## config.mk

```make
export PLATFORM = sky130hd
export DESIGN_NAME = onehot_regfile
export DESIGN_NICKNAME = d
export VERILOG_FILES = /design/src/rtl/onehot_regfile_pkg.sv /design/src/rtl/onehot_regfile_cell.sv /design/src/rtl/onehot_regfile_or_tree.sv /design/src/rtl/onehot_regfile.sv
export SDC_FILE = /design/constraint.sdc
export NUM_CORES = 1
export LEC_CHECK = 0
export ABC_CLOCK_PERIOD_IN_PS = 800
export BUFFER_PORTS_ARGS = -buffer_cell sky130_fd_sc_hd__buf_2
export CORE_MARGIN = 4
export CORE_UTILIZATION = 55
export DETAILED_ROUTE_END_ITERATION = 6
export HOLD_SLACK_MARGIN = 0.02
export MAX_ROUTING_LAYER = met4
export PLACE_DENSITY = 0.74
export SKIP_CTS_REPAIR_TIMING = 1
export SLEW_MARGIN = 10
export SYNTH_ARGS = -nofsm -noshare
export SYNTH_HDL_FRONTEND = slang
export SYNTH_SLANG_ARGS = --single-unit
```

## constraint.sdc

```tcl
create_clock -name clk -period 0.8 [get_ports clk]
set_input_delay 0.04 -clock clk [delete_from_list [all_inputs] [get_ports clk]]
set_output_delay 0.04 -clock clk [all_outputs]
set_load 0.02 [all_outputs]
```

## src/rtl/onehot_regfile_pkg.sv

```systemverilog
// Package: onehot_regfile_pkg
// Shared helpers for the one-hot register file. Assumes sizes are small
// enough that a power-of-two rounding fits in 32 bits.
package onehot_regfile_pkg;

    // Smallest power of two that is >= n (n >= 1).
    function automatic int unsigned pow2_ceil(input int unsigned n);
        int unsigned p;
        p = 1;
        while (p < n) p = p << 1;
        return p;
    endfunction

endpackage

```

## src/rtl/onehot_regfile_cell.sv

```systemverilog
// Module: onehot_regfile_cell
// One storage register with its own write enable and read enable.
// The read output is combinational and is zero unless the read enable is
// high and reset is released. BYPASS=1 forwards write data to the read
// output when both enables are high in the same cycle.
// Assumes: a synchronous active-low reset applied for at least one edge.
module onehot_regfile_cell #(
    parameter int unsigned WIDTH  = 64,
    parameter bit          BYPASS = 1'b0
) (
    input  logic             clk,
    input  logic             rst_n,
    input  logic             we,
    input  logic [WIDTH-1:0] wdata,
    input  logic             re,
    output logic [WIDTH-1:0] rdata
);

    logic [WIDTH-1:0] store_q;
    logic [WIDTH-1:0] read_src;
    logic             read_ok;

    // Capture write data on the edge; reset clears and overrides writes.
    always_ff @(posedge clk) begin
        if (!rst_n) begin
            store_q <= '0;
        end else if (we) begin
            store_q <= wdata;
        end
    end

    // Pick the value offered to the read path (static variant choice).
    generate
        if (BYPASS) begin : g_thru
            assign read_src = we ? wdata : store_q;
        end else begin : g_plain
            assign read_src = store_q;
        end
    endgenerate

    // Gate the read output to zero when not selected or in reset.
    assign read_ok = re & rst_n;

    always_comb begin
        rdata = read_ok ? read_src : '0;
    end

    AST_CELL_LOAD: assert property (@(posedge clk) disable iff (!rst_n)
        we |=> (store_q == $past(wdata)));
    AST_CELL_HOLD: assert property (@(posedge clk) disable iff (!rst_n)
        !we |=> $stable(store_q));
    AST_CELL_IDLE_ZERO: assert property (@(posedge clk) disable iff (!rst_n)
        !re |-> (rdata == '0));

endmodule

```

## src/rtl/onehot_regfile_or_tree.sv

```systemverilog
// Module: onehot_regfile_or_tree
// Balanced bitwise OR reduction of LEAVES words. Missing leaves up to the
// next power of two are tied to zero. Assumes LEAVES >= 1.
module onehot_regfile_or_tree
    import onehot_regfile_pkg::*;
#(
    parameter int unsigned WIDTH  = 64,
    parameter int unsigned LEAVES = 8
) (
    input  logic [LEAVES-1:0][WIDTH-1:0] leaf_i,
    output logic [WIDTH-1:0]             root_o
);

    localparam int unsigned SLOTS = pow2_ceil(LEAVES);
    localparam int unsigned NODES = 2 * SLOTS;

    // Heap-indexed node array: node 1 is the root, SLOTS.. are leaves.
    logic [WIDTH-1:0] node [1:NODES-1];

    generate
        // Fill the leaf level, padding unused slots with zero.
        for (genvar li = 0; li < SLOTS; li++) begin : g_leaf
            if (li < LEAVES) begin : g_used
                assign node[SLOTS+li] = leaf_i[li];
            end else begin : g_pad
                assign node[SLOTS+li] = '0;
            end
        end
        // Each inner node merges its two children.
        for (genvar ni = 1; ni < SLOTS; ni++) begin : g_inner
            assign node[ni] = node[2*ni] | node[2*ni+1];
        end
    endgenerate

    assign root_o = node[1];

endmodule

```

## src/rtl/onehot_regfile.sv

```systemverilog
// Module: onehot_regfile (top)
// COUNT registers of WIDTH bits with one write port and one read port,
// both selected by per-register enable bits. Unselected registers read as
// zero, so the read port is an OR tree over all register outputs.
// WRITE_THRU selects same-cycle forwarding of write data to the read.
// Assumes: wr_sel is one-hot or zero; rd_sel may have several bits set.
module onehot_regfile #(
    parameter int unsigned WIDTH      = 64,
    parameter int unsigned COUNT      = 8,
    parameter bit          WRITE_THRU = 1'b0
) (
    input  logic             clk,
    input  logic             rst_n,
    input  logic [COUNT-1:0] wr_sel,
    input  logic [WIDTH-1:0] wr_data,
    input  logic [COUNT-1:0] rd_sel,
    output logic [WIDTH-1:0] rd_data
);

    logic [COUNT-1:0][WIDTH-1:0] cell_out;

    // One cell per register, each owning one enable bit of each port.
    generate
        for (genvar ci = 0; ci < COUNT; ci++) begin : g_cell
            onehot_regfile_cell #(
                .WIDTH  (WIDTH),
                .BYPASS (WRITE_THRU)
            ) u_cell (
                .clk   (clk),
                .rst_n (rst_n),
                .we    (wr_sel[ci]),
                .wdata (wr_data),
                .re    (rd_sel[ci]),
                .rdata (cell_out[ci])
            );
        end
    endgenerate

    // Merge all gated read outputs into the port output.
    onehot_regfile_or_tree #(
        .WIDTH  (WIDTH),
        .LEAVES (COUNT)
    ) u_merge (
        .leaf_i (cell_out),
        .root_o (rd_data)
    );

    AST_WR_ONEHOT: assert property (@(posedge clk) disable iff (!rst_n)
        $onehot0(wr_sel));
    AST_RD_IDLE: assert property (@(posedge clk) disable iff (!rst_n)
        (rd_sel == '0) |-> (rd_data == '0));

    // Reset keeps the read port quiet regardless of the selects.
    always_comb begin
        if (rst_n == 1'b0) begin
            AST_RST_QUIET: assert (rd_data == '0);
        end
    end

    generate
        if (WRITE_THRU) begin : g_chk_thru
            AST_BYPASS: assert property (@(posedge clk) disable iff (!rst_n)
                ($onehot(wr_sel) && (rd_sel == wr_sel)) |-> (rd_data == wr_data));
        end else begin : g_chk_plain
            AST_NEXT_VISIBLE: assert property (@(posedge clk) disable iff (!rst_n)
                ($onehot(wr_sel) && (rd_sel == wr_sel)) |=>
                ((rd_sel != $past(rd_sel)) || (wr_sel != '0) || (rd_data == $past(wr_data))));
        end
    endgenerate

endmodule

```

# Word level (Yosys, flattened, before mapping)
# Index checks and enable logic that the tools add are counted.
# totals
in_bits	82
reg_bits	512
# op_classes
mux	8
bitwise	15
# ops
operator	count
$mux 64	8
$or 64x64->64	7
$and 1x1->1	8

# Longest topological paths before layout
# logic_depth
ltp_word	5
ltp_mapped	4
ltp_nobuf	2

# By module
# Synthesis repeated with hierarchy kept, for this count alone.
# hier_totals
hier_cells	2464
area_unflattened_um2	24313.3
# by_module_without_submodules
module	seq_area_each_um2	cells_each	n_inst	area_each_um2
onehot_regfile_cell	1281.2	284	8	2909.0
onehot_regfile_or_tree	0.0	192	1	1041.0

# Worst setup path after synthesis
# OpenSTA, ideal clock, no wires.
# synth_timing
kind	input port to output port
start	in rd_sel[1]
end	out rd_data[43]
t_arrival_ns	0.845
path_buffers	2
path_slack_ns	-0.085
path_stages	4
cell_sequence	buf_4 > clkbuf_4 > a22oi_1 > a41oi_1
# synth_between
elab_chain_len	5
# synth_lines
element	line_no	text
start: declaration	onehot_regfile.sv:16	input logic [COUNT-1:0] rd_sel,
$and 1x1->1	onehot_regfile_cell.sv:42	assign read_ok = re & rst_n;
$mux 64	onehot_regfile_cell.sv:45	rdata = read_ok ? read_src : '0;
$or 64x64->64 (3 in a row)	onehot_regfile_or_tree.sv:31	assign node[ni] = node[2*ni] | node[2*ni+1];
end: declaration	onehot_regfile.sv:17	output logic [WIDTH-1:0] rd_data
# No other way between the ends.

# Final worst setup path
# layout_timing
start	reg g_cell[0].u_cell.store_q[26]
end	out rd_data[26]
# layout_between
elab_chain_len	4
# layout_lines
element	line_no	text
start: declaration	onehot_regfile_cell.sv:19	logic [WIDTH-1:0] store_q;
start signal: assignment	onehot_regfile_cell.sv:28	store_q <= wdata;
$mux 64	onehot_regfile_cell.sv:45	
$or 64x64->64 (3 in a row)	onehot_regfile_or_tree.sv:31	
# No other way between the ends.

==> run summary <==
Crit Path Class: reg2out
Hold Path Cell Cnt: 4
Distinct cells, synth: 12
Finished Layout Cells: 2,853
Comb pwr share: 0.153
Number of flip-flops in the largest register: 512
FF-to-FF End: g_cell[0].u_cell.read_src[38]$_SDFFE_PN0P_
R2R Setup Slk: 0.05 ns
Post-synth top area cell: dfxtp_1
Leakage: 11.62 nW
Via Count: 16.65k
Post-Syn Area per Cell: 10.29 um2
Violated checks: negative hold slack, negative setup slack
Largest net degree at the start of global routing: 36
Worst-Margin Slew: 0.3812 ns
Synthesized flop and latch total: 512
Synth Instances: 2,096
DRC Markers: 0
Total power: 60.66 mW
Worst hold path type: in2reg
Worst r2r src: g_cell[0].u_cell.read_src[38]$_SDFFE_PN0P_
Synthesized Nets: 2,178
Startpoint types: flop
Clock transition at the registers of the reported paths: 0.06 ns
H-tree depth: 2
Total Wirelength: 60.55 mm
Count of input and output buffers: 145
Status: finished with violations
Later-pin clock latency in the skew report: 0.58 ns
Die height: 206.1 um
Peak VDD IR: 1894 uV
RSZ-0062 raised after global routing: yes
Initial core utilization: 0.5569
Final Hold Fails: 1
Grt ovf: 0
Dpl cell area: 0.02362 mm2
Final hold slack: -0.003378 ns
Max Cap Viol: 0
Final net count: 2,381
Post-Layout Inst Area: 0.02761 mm2
All-layer global routing usage: 0.2752
Initial antenna violation count: 1
Clock share of power: 0.382
Setup TNS: -43.34 ns
Die X: 206.1 um
Core area: 0.03874 mm2
CTS sink cnt: 512
Die Footprint: 0.04246 mm2
Synthesized cell area: 0.02157 mm2
DRT Pass-1 Iters: 5
Final Cycle Share: 1.960
Max Fclk: 0.6378 GHz
Vias in the first global route: 16.71k
Placed cells: 2,683
Final setup margin: -0.7678 ns
Layout cells sized above 1: 0.3518
FP Rows: 72
Crit path max fanout: 2
Fill cells: 2,651
Vias per Instance: 5.837
Top Ports: 146
TritonCTS buffer count: 52
CTS tree: built
First-pass GRT wire length: 90.84 mm
Sw Ratio: 0.2625
Post-synth top area share: 0.4751
Worst Setup End Kind: primary output
Dpl hpwl: 37.12 mm
Relative slew margins: 0.7450
Post-layout min period: 1.568 ns
Min-delay src: rst_n
Clk_skew: 0 ns
NetSw: 15.92 mW
Int Power: 44.74 mW
Seq pwr share: 0.464
WL per Instance: 21.22 um
Top post-synthesis cells by area: dfxtp_1 (48%), mux2i_1 (24%), a22oi_1 (8.9%)
Critical Path RT: 0.76 ns
Layout area overhead: 27.97%
Root Driver: clkbuf_16
Synth warn: 0
Post-place setup slack: -0.4037 ns
CTS max path bufs: 3
Routability cong.: 0.8047
Final core utilization: 0.7127
Power density over the cells: 2197 mW/mm2
Worst R2R Path Depth: 3
ANT nets after route: 0
1st-iter DRT viols: 947
Hold endpoint: g_cell[1].u_cell.read_src[41]$_SDFFE_PN0P_
Crit path DAT: 1.53 ns
Final setup vio count: 71
Max Slew Vio Count: 0
Sequential share of the synthesized area: 0.4751
## power by group through the flow
stage	logic [mW]	registers (mW)	clock network, mW
floorplan	5.77	28.1	0
global placement	7.87	28.3	0
detailed placement	8.08	28.4	0
CTS	8.12	27.8	23.4
global route	9.94	28.3	24.5
finish	9.30	28.2	23.2
## final cells by class
class                           count  area [um2]  share of cell area
Inverter                            1       11.26           0.0004079
Antenna cell                        1       2.502          0.00009065
Tap cell                          518       648.1             0.02348
Clock buffer                       77        1516             0.05493
Clock inverter                     12       88.84            0.003218
Sequential cell                   512       10410              0.3771
Timing Repair Buffer              388        3707              0.1343
Multi-Input combinational cell   1344       11220              0.4065
## kinds of logic after synthesis
logic type | after synthesis | share of synthesized area
AOI/OAI and AO/OA | 320 | 0.1151
DFF | 512 | 0.4751
muxes | 512 | 0.2376
buffers and inverters | 240 | 0.08317
and+or+nand+nor | 512 | 0.08908
## per-layer routing
layer | share of wire | wire length (um) | global-route usage | vias to the layer above
li1 | - | - | - | 7789
met1 | 0.43 | 25800 | 0.3397 | 8281
met2 | 0.50 | 30200 | 0.4614 | 445
met3 | 0.046 | 2758 | 0.04001 | 139
met4 | 0.030 | 1789 | 0.1015 | 0
met5 | 0 | 0 | - | -
## synth_stat cells (all sizes together)
library cell,count
dfxtp,512
mux2i,512
nor2,512
a22oi,256
buf,171
clkbuf,68
a41oi,64
inv,1
## worst max-delay path, cell delays in order, from the launching register on
cell     delay, ns
dfxtp_2       0.32
a22oi_2       0.20
a41oi_2       0.21
buf_4         0.21
## worst max path at each step
stage / startpoint / end / slack [ns] / depth (start not counted)
after floorplan: rd_sel[5] / rd_data[33] / -0.08 / 4
after global placement: rd_sel[6] / rd_data[31] / -0.38 / 5
after detailed placement: rd_sel[6] / rd_data[31] / -0.40 / 5
after CTS: g_cell[6].u_cell.read_src[42]$_SDFFE_PN0P_ / rd_data[42] / -0.85 / 3
after global routing: g_cell[3].u_cell.read_src[26]$_SDFFE_PN0P_ / rd_data[26] / -0.78 / 3
final: g_cell[0].u_cell.read_src[26]$_SDFFE_PN0P_ / rd_data[26] / -0.77 / 3
## cell usage in the layout (no fill, tap or decap), types with 5 or more instances in the layout
cell type	synthesis	routed
mux2i_1	512	512
nor2_1	512	512
dfxtp_1	512	383
a22oi_2	0	242
buf_4	33	165
dfxtp_2	0	129
dlygate4sd3_1	0	78
buf_2	72	78
a41oi_2	0	64
buf_12	0	62
clkbuf_16	0	53
a22oi_1	256	14
clkbuf_1	67	14
clkinv_2	0	10
clkbuf_8	0	10
buf_6	18	5
Note: power is estimated with default switching activity, not from simulation.
